$ cat src/rtl/dma_en_pkg.sv
package dma_en_pkg;

    typedef enum logic [2:0] {
        SEL_GLB   = 3'd0,
        SEL_CHEN  = 3'd1,
        SEL_SREQ  = 3'd2,
        SEL_DREQ  = 3'd3,
        SEL_SLAST = 3'd4,
        SEL_DLAST = 3'd5
    } reg_sel_e;

    typedef struct packed {
        logic en;
        logic drain;
    } glb_state_t;

endpackage

$ cat src/rtl/dma_en_global.sv
module dma_en_global #(
    parameter int NUM_CH = 8
) (
    input  logic              clk,
    input  logic              rst_n,
    input  logic              wr_i,
    input  logic              wbit_i,
    input  logic [NUM_CH-1:0] idle_i,
    output logic              en_q_o,
    output logic              en_d_o,
    output logic              rd_o
);
    import dma_en_pkg::*;

    glb_state_t st_d, st_q;
    logic       all_idle;

    always_comb begin
        all_idle = &idle_i;
        st_d     = st_q;
        if (wr_i) begin
            st_d.en    = wbit_i;
            st_d.drain = wbit_i ? 1'b0 : (st_q.drain | st_q.en);
        end
        if (all_idle) begin
            st_d.drain = 1'b0;
        end
    end

    always_ff @(posedge clk or negedge rst_n) begin
        if (!rst_n) begin
            st_q <= '0;
        end else begin
            st_q <= st_d;
        end
    end

    assign en_q_o = st_q.en;
    assign en_d_o = st_d.en;
    assign rd_o   = st_q.en | st_q.drain;

    // software view only falls once all channels were idle
    p_rd_falls_idle_r3: assert property (@(posedge clk) disable iff (!rst_n)
        $fell(rd_o) |-> $past(all_idle));

    // while draining and not idle, the view stays set
    p_drain_holds_r3: assert property (@(posedge clk) disable iff (!rst_n)
        (rd_o && !all_idle && !wr_i) |=> rd_o);

endmodule

$ cat src/rtl/dma_en_chan.sv
module dma_en_chan #(
    parameter int NUM_CH = 8
) (
    input  logic                clk,
    input  logic                rst_n,
    input  logic                wr_i,
    input  logic [2*NUM_CH-1:0] wdata_i,
    input  logic                glb_q_i,
    input  logic                glb_d_i,
    input  logic [NUM_CH-1:0]   done_i,
    output logic [NUM_CH-1:0]   en_q_o,
    output logic [NUM_CH-1:0]   en_d_o
);
    logic [NUM_CH-1:0] en_d, en_q;
    logic [NUM_CH-1:0] we, val;

    always_comb begin
        we   = wdata_i[2*NUM_CH-1:NUM_CH];
        val  = wdata_i[NUM_CH-1:0];
        en_d = en_q;
        for (int i = 0; i < NUM_CH; i++) begin
            if (!glb_d_i) begin
                en_d[i] = 1'b0;
            end else if (wr_i && glb_q_i && we[i]) begin
                en_d[i] = val[i];
            end else if (done_i[i]) begin
                en_d[i] = 1'b0;
            end
        end
    end

    always_ff @(posedge clk or negedge rst_n) begin
        if (!rst_n) begin
            en_q <= '0;
        end else begin
            en_q <= en_d;
        end
    end

    assign en_q_o = en_q;
    assign en_d_o = en_d;

    // no channel runs while global enable is low
    p_off_when_glb_off_r2: assert property (@(posedge clk) disable iff (!rst_n)
        !glb_q_i |-> (en_q == '0));

    // empty write-enable byte leaves enables alone
    p_no_we_stable_r1: assert property (@(posedge clk) disable iff (!rst_n)
        (wr_i && (wdata_i[2*NUM_CH-1:NUM_CH] == '0) && (done_i == '0) && glb_d_i)
        |=> $stable(en_q));

    for (genvar g = 0; g < NUM_CH; g++) begin : g_chk
        // completion clears the enable
        p_done_clears_r4: assert property (@(posedge clk) disable iff (!rst_n)
            (done_i[g] && !(wr_i && wdata_i[NUM_CH+g])) |=> !en_q[g]);
    end

endmodule

$ cat src/rtl/dma_en_swreq.sv
module dma_en_swreq #(
    parameter int NUM_CH  = 8,
    parameter bit NEED_FC = 1'b0
) (
    input  logic                clk,
    input  logic                rst_n,
    input  logic                wr_i,
    input  logic [2*NUM_CH-1:0] wdata_i,
    input  logic [NUM_CH-1:0]   ch_en_q_i,
    input  logic [NUM_CH-1:0]   ch_en_d_i,
    input  logic [NUM_CH-1:0]   sw_hs_i,
    input  logic [NUM_CH-1:0]   is_fc_i,
    input  logic [NUM_CH-1:0]   ack_i,
    output logic [NUM_CH-1:0]   req_o
);
    logic [NUM_CH-1:0] req_d, req_q;
    logic [NUM_CH-1:0] accept, fc_gate, we, val;

    generate
        if (NEED_FC) begin : g_fc
            assign fc_gate = is_fc_i;
        end else begin : g_nofc
            assign fc_gate = '1;
        end
    endgenerate

    always_comb begin
        we     = wdata_i[2*NUM_CH-1:NUM_CH];
        val    = wdata_i[NUM_CH-1:0];
        accept = ch_en_q_i & sw_hs_i & fc_gate;
        req_d  = req_q;
        for (int i = 0; i < NUM_CH; i++) begin
            if (!ch_en_d_i[i]) begin
                req_d[i] = 1'b0;
            end else if (wr_i && we[i] && accept[i]) begin
                req_d[i] = val[i];
            end else if (ack_i[i]) begin
                req_d[i] = 1'b0;
            end
        end
    end

    always_ff @(posedge clk or negedge rst_n) begin
        if (!rst_n) begin
            req_q <= '0;
        end else begin
            req_q <= req_d;
        end
    end

    assign req_o = req_q;

    // a request never outlives its channel enable
    p_req_needs_en_r9: assert property (@(posedge clk) disable iff (!rst_n)
        (req_q & ~ch_en_q_i) == '0);

    for (genvar g = 0; g < NUM_CH; g++) begin : g_chk
        // acknowledge clears the request
        p_ack_clears_r8: assert property (@(posedge clk) disable iff (!rst_n)
            (ack_i[g] && !(wr_i && wdata_i[NUM_CH+g])) |=> !req_q[g]);
        // no set without software handshaking
        p_hs_gate_r6: assert property (@(posedge clk) disable iff (!rst_n)
            (!sw_hs_i[g] && !req_q[g]) |=> !req_q[g]);
    end

endmodule

$ cat src/rtl/dma_chan_enable_ctrl.sv
module dma_chan_enable_ctrl #(
    parameter int NUM_CH = 8,
    localparam int DW    = 2 * NUM_CH
) (
    input  logic              clk,
    input  logic              rst_n,
    input  logic              reg_wr_i,
    input  logic [2:0]        reg_wsel_i,
    input  logic [DW-1:0]     reg_wdata_i,
    input  logic [2:0]        reg_rsel_i,
    output logic [DW-1:0]     reg_rdata_o,
    input  logic [NUM_CH-1:0] ch_done_i,
    input  logic [NUM_CH-1:0] ch_idle_i,
    input  logic [NUM_CH-1:0] src_sw_hs_i,
    input  logic [NUM_CH-1:0] dst_sw_hs_i,
    input  logic [NUM_CH-1:0] src_is_fc_i,
    input  logic [NUM_CH-1:0] dst_is_fc_i,
    input  logic [NUM_CH-1:0] src_ack_i,
    input  logic [NUM_CH-1:0] dst_ack_i,
    output logic              glb_en_o,
    output logic [NUM_CH-1:0] ch_en_o,
    output logic [NUM_CH-1:0] src_req_o,
    output logic [NUM_CH-1:0] dst_req_o,
    output logic [NUM_CH-1:0] src_last_o,
    output logic [NUM_CH-1:0] dst_last_o
);
    import dma_en_pkg::*;

    localparam int NBANK = 4;

    logic              glb_q, glb_d, glb_rd;
    logic [NUM_CH-1:0] en_q, en_d;
    logic [NBANK-1:0]  bank_wr;
    logic [NUM_CH-1:0] bank_q   [NBANK];
    logic [NUM_CH-1:0] bank_hs  [NBANK];
    logic [NUM_CH-1:0] bank_fc  [NBANK];
    logic [NUM_CH-1:0] bank_ack [NBANK];

    dma_en_global #(.NUM_CH(NUM_CH)) u_glb (
        .clk    (clk),
        .rst_n  (rst_n),
        .wr_i   (reg_wr_i && (reg_wsel_i == SEL_GLB)),
        .wbit_i (reg_wdata_i[0]),
        .idle_i (ch_idle_i),
        .en_q_o (glb_q),
        .en_d_o (glb_d),
        .rd_o   (glb_rd)
    );

    dma_en_chan #(.NUM_CH(NUM_CH)) u_chan (
        .clk     (clk),
        .rst_n   (rst_n),
        .wr_i    (reg_wr_i && (reg_wsel_i == SEL_CHEN)),
        .wdata_i (reg_wdata_i),
        .glb_q_i (glb_q),
        .glb_d_i (glb_d),
        .done_i  (ch_done_i),
        .en_q_o  (en_q),
        .en_d_o  (en_d)
    );

    // bank b: even = source side, odd = destination side, b>=2 = last request
    for (genvar b = 0; b < NBANK; b++) begin : g_bank
        assign bank_wr[b]  = reg_wr_i && (reg_wsel_i == 3'(b + 2));
        assign bank_hs[b]  = (b % 2 == 0) ? src_sw_hs_i : dst_sw_hs_i;
        assign bank_fc[b]  = (b % 2 == 0) ? src_is_fc_i : dst_is_fc_i;
        assign bank_ack[b] = (b % 2 == 0) ? src_ack_i   : dst_ack_i;

        dma_en_swreq #(.NUM_CH(NUM_CH), .NEED_FC(b >= 2)) u_req (
            .clk       (clk),
            .rst_n     (rst_n),
            .wr_i      (bank_wr[b]),
            .wdata_i   (reg_wdata_i),
            .ch_en_q_i (en_q),
            .ch_en_d_i (en_d),
            .sw_hs_i   (bank_hs[b]),
            .is_fc_i   (bank_fc[b]),
            .ack_i     (bank_ack[b]),
            .req_o     (bank_q[b])
        );
    end

    always_comb begin
        reg_rdata_o = '0;
        case (reg_rsel_i)
            SEL_GLB:   reg_rdata_o[0]        = glb_rd;
            SEL_CHEN:  reg_rdata_o[NUM_CH-1:0] = en_q;
            SEL_SREQ:  reg_rdata_o[NUM_CH-1:0] = bank_q[0];
            SEL_DREQ:  reg_rdata_o[NUM_CH-1:0] = bank_q[1];
            SEL_SLAST: reg_rdata_o[NUM_CH-1:0] = bank_q[2];
            SEL_DLAST: reg_rdata_o[NUM_CH-1:0] = bank_q[3];
            default:   reg_rdata_o           = '0;
        endcase
    end

    assign glb_en_o   = glb_q;
    assign ch_en_o    = en_q;
    assign src_req_o  = bank_q[0];
    assign dst_req_o  = bank_q[1];
    assign src_last_o = bank_q[2];
    assign dst_last_o = bank_q[3];

    // upper byte of readback is always zero
    p_rd_upper_zero_r11: assert property (@(posedge clk) disable iff (!rst_n)
        reg_rdata_o[DW-1:NUM_CH] == '0);

    // last requests only stand where that side controls flow
    p_last_fc_r7: assert property (@(posedge clk) disable iff (!rst_n)
        (!src_is_fc_i[0] && !bank_q[2][0]) |=> !bank_q[2][0]);

endmodule

$ cat config.mk
export PLATFORM = sky130hd
export DESIGN_NAME = dma_chan_enable_ctrl
export DESIGN_NICKNAME = d
export VERILOG_FILES = /design/src/rtl/dma_en_pkg.sv /design/src/rtl/dma_en_global.sv /design/src/rtl/dma_en_chan.sv /design/src/rtl/dma_en_swreq.sv /design/src/rtl/dma_chan_enable_ctrl.sv
export SDC_FILE = /design/constraint.sdc
export NUM_CORES = 1
export LEC_CHECK = 0
export BUFFER_PORTS_ARGS = -buffer_cell sky130_fd_sc_hd__buf_2
export CAP_MARGIN = 0
export CORE_MARGIN = 8
export CORE_UTILIZATION = 41
export DETAILED_ROUTE_END_ITERATION = 6
export PLACE_DENSITY = 0.81
export RECOVER_POWER = 50
export SETUP_SLACK_MARGIN = 0.15
export SYNTH_ARGS = -nofsm -noshare
export SYNTH_HDL_FRONTEND = slang
export SYNTH_SLANG_ARGS = --single-unit
$ cat constraint.sdc
create_clock -name clk -period 1.2 [get_ports clk]
set_input_delay 0 -clock clk [delete_from_list [all_inputs] [get_ports clk]]
set_output_delay 0 -clock clk [all_outputs]
set_load 0.05 [all_outputs]
==> flow_metrics.py <==
metrics = {
    "place": {
        "pre_cts_ws_ps": -219,
        "place.gp.congestion": 0.874,
        "portBuffers": 137,
        "dp.cells": 568,
        "post-dp-hpwl_um": 8520,
    },
    "clock_tree": {
        "htreeDepth": 2,
        "clock_path_buffers": 2,
        "cts_buffers": 5,
        "cts.clk_slew.worst_paths_ps": 80,
        "cts_hold_buf": 26,
        "cts_tree": "yes",
        "cts-root-buf": "clkbuf_8",
        "cts_sinks": 42,
        "clock_latency_ps": 290,
    },
    "floorplanning": {
        "coreArea_um2": 6720,
        "start_util": 0.418,
        "die_h_um": 98.8,
        "dieArea_um2": 9760,
        "ioPinCount": 146,
        "rows": 30,
        "fp.dieW_um": 98.8,
    },
    "global_route": {
        "grt_pass1_vias": 3760,
        "grt_max_degree": 22,
        "grt_overflow": 0,
        "grt.total_usage": 0.231,
        "antenna_found_initial": 1,
        "grt_first_pass_wirelength_um": 18500,
    },
    "finish": {
        "mostFrequentLayoutCells": "107 x buf_2, 61 x buf_4, 27 x dfrtp_2",
        "layout_commonest_cell": "buf_2",
        "syn2layout_area_growth_pct": 77.5,
        "drive_gt1_frac": 0.574,
        "finalNonFillerCells": 625,
        "nets": 633,
    },
    "worst_setup_path": {
        "timing.critical_path.buf_inv": 1,
        "path_cells": "a221oi_2 -> a21oi_1 -> a22o_4 -> buf_6",
        "critical_path_arrival_ps": 1440,
        "critical_path_class": "flop to output port",
        "r2r_slack_ps": -240,
        "crit_slowest_cell": "dfrtp_2",
        "critPathMaxStageDelay_ps": 430,
        "critPathMaxFanout": 2,
        "end_kind": "output port",
        "critPathRequiredTime_ps": 1200,
        "startpoint_type": "flop",
        "r2r-start": "u_glb.en_q_o",
        "critical-path-top-delay-family": "compound AO/OA/AOI/OAI gates",
        "reg2reg_depth": 4,
        "r2r_end": "g_bank[3].u_req.req_o[0]",
    },
    "hold_path": {
        "whs_path_depth": 3,
        "hold_start": "src_ack_i[2]",
        "hp-class": "input port to flop",
        "hold_end": "g_bank[0].u_req.req_o[2]",
    },
    "timing": {
        "setup_viol": 49,
        "setup_slack_ps": -243,
        "fin_crit_ps": 1440,
        "finalHoldViolations": 1,
        "hold_ws_ps": -4.84,
        "fmax_mhz": 693,
        "rsz0062_at_grt": "yes",
        "slew_viol_final": 0,
        "fin_skew_ps": 7.79,
        "finalCritPeriodShare": 1.20,
    },
    "detailed_routing": {
        "drt-total-wl_um": 12300,
        "wl_per_cell_um": 19.6,
        "first_iter_violations": 236,
        "viasPerCell": 5.84,
        "drt-met1-wl_um": 4740,
        "dr_wl_met2_um": 6300,
        "drc_errors": 0,
        "wl_met3_um": 894,
        "ant_nets": 0,
        "first_pass_iters": 4,
        "highest_layer": "met4",
        "vias": 3651,
    },
    "yosys": {
        "synth_fa_ha_area_frac": 0.00445,
        "synth.yosys.seq_area_share": 0.374,
        "yosysWarnings": 0,
        "synth_seq_cells": 42,
        "synthCells": 322,
        "synthFlopType": "dfrtp_1",
        "syn_area_um2": 2810,
        "synth_xor_area_frac": 0,
        "yosys.area_share.simple": 0.329,
        "synth_compound_area_frac": 0.200,
        "synth-edff-count": 0,
        "synth_cell_types": 43,
        "avgSynthCellArea_um2": 8.72,
        "synth_top_family_by_area": "simple AND/OR/NAND/NOR gates",
        "async_reset_ff_frac": 1.00,
        "synthMuxAreaShare": 0.0249,
    },
    "power_and_ir_drop": {
        "ir_drop_uv": 532,
        "power_leakage_nw": 2.22,
        "powerDensity_nw_per_um2": 706,
        "design_power_total_mw": 3.52,
    },
    "run_status": {
        "violations": "hold timing, setup timing",
        "status": "complete, but fails checks",
    },
    "flow_run": {
        "maxCapViolCount": 0,
    },
}
[power breakdown]
| group | total, mW | internal, mW | switching [mW] |
|---|---|---|---|
| Clock | 0.966 | 0.463 | 0.502 |
| Sequential | 1.46 | 1.43 | 0.0226 |
| Combinational | 1.10 | 0.489 | 0.609 |
[metal layers]
layer  global-route usage  vias to the layer above
li1                     -                     1649
met1                0.270                     1773
met2                0.408                      197
met3               0.0465                       32
met4               0.0791                        0
met5                    0                        -
[per-stage QoR]
| stage | hold WS, ps | utilization | cell area [µm²] | TNS [ps] |
|---|---|---|---|---|
| finish | -4.84 | 0.742 | 4990 | -7100 |
| detailed placement | -44.3 | 0.601 | 4040 | -6450 |
| global placement | -51.4 | 0.601 | 4040 | -4450 |
| CTS | -13.2 | 0.710 | 4770 | -6520 |
| global route | -18.2 | 0.742 | 4990 | -9810 |
| floorplan | -296 | - | 3030 | -10320 |
[worst register-to-register path, cell delays in order (launching register included)]
cell	delay, ps
dfrtp_2	400
and2_4	190
and4b_2	300
mux2i_4	310
o22ai_1	120
[cell usage after synthesis, types with 2 or more instances]
master     n  area (µm²)
buf_1      3        11.3
o21ai_0    2        10.0
nand4_1    9        56.3
a22o_1     6        52.6
nand3b_1   5        37.5
mux2i_1    7        70.1
and4b_1    3        30.0
nor2_1    27         101
a21oi_1   33         165
a311oi_1   7        61.3
o22ai_1    4        25.0
buf_4      9        67.6
a221oi_1   7        61.3
nand4b_1   4        35.0
nand2b_1  10        62.6
nand3_1   17        85.1
dfrtp_1   42        1050
a22oi_1    7        52.6
and2_1     3        18.8
a31oi_1    9        56.3
o21ai_1    7        35.0
and3_1     5        31.3
or3b_2     9        78.8
and4_1    16         140
or2_2      2        12.5
nand2_1   11        41.3
clkbuf_1   2        7.51
buf_2      7        35.0
inv_1     15        56.3
nor2b_1   21         131
[state kept, by name, indices dropped and copies added (netlist names)]
signal,cells
g_bank.u_req.req_o,32
u_chan.en_q_o,8
u_glb.en_q_o,1
u_glb.st_q,1
[worst max-delay path by stage]
stage | cells after the start | endpoint | slack [ps] | startpoint
2_1_floorplan | 4 | g_bank[2].u_req.req_o[0] | -290 | u_glb.en_q_o
3_3_place_gp | 4 | g_bank[0].u_req.req_o[0] | -160 | u_glb.en_q_o
3_5_place_dp | 4 | g_bank[2].u_req.req_o[0] | -220 | u_glb.en_q_o
4_1_cts | 4 | reg_rdata_o[0] | -230 | g_bank[0].u_req.req_o[0]
5_1_grt | 4 | g_bank[2].u_req.req_o[0] | -320 | u_glb.en_q_o
6_report | 4 | reg_rdata_o[6] | -240 | g_bank[2].u_req.req_o[6]
[final cells by class]
type                            instances  area (µm²)
Clock buffer                            6        82.6
Timing Repair Buffer                  228        1630
Inverter                               16        62.6
Tap cell                               80         100
Clock inverter                          2        12.5
Fill cell                             448        1730
Antenna cell                            1        2.50
Sequential cell                        42        1080
Multi-Input combinational cell        250        2010
[repair_timing]
item / 4_1_cts / 5_1_grt
pin swaps: 13 / 16
buffers inserted: 19 / 2
resized for setup: 65 / 60
endpoints found under the hold margin: 59 / 2
gates cloned: 0 / 1
endpoints found under the setup margin: 51 / 68
[logic make-up after synthesis]
kind of cell	after synthesis
other cells	1
fa+ha+maj	1
simple gates	146
flops	42
mux	7
buf+inv	38
compound gates	87
(Power assumes the default switching activity.)
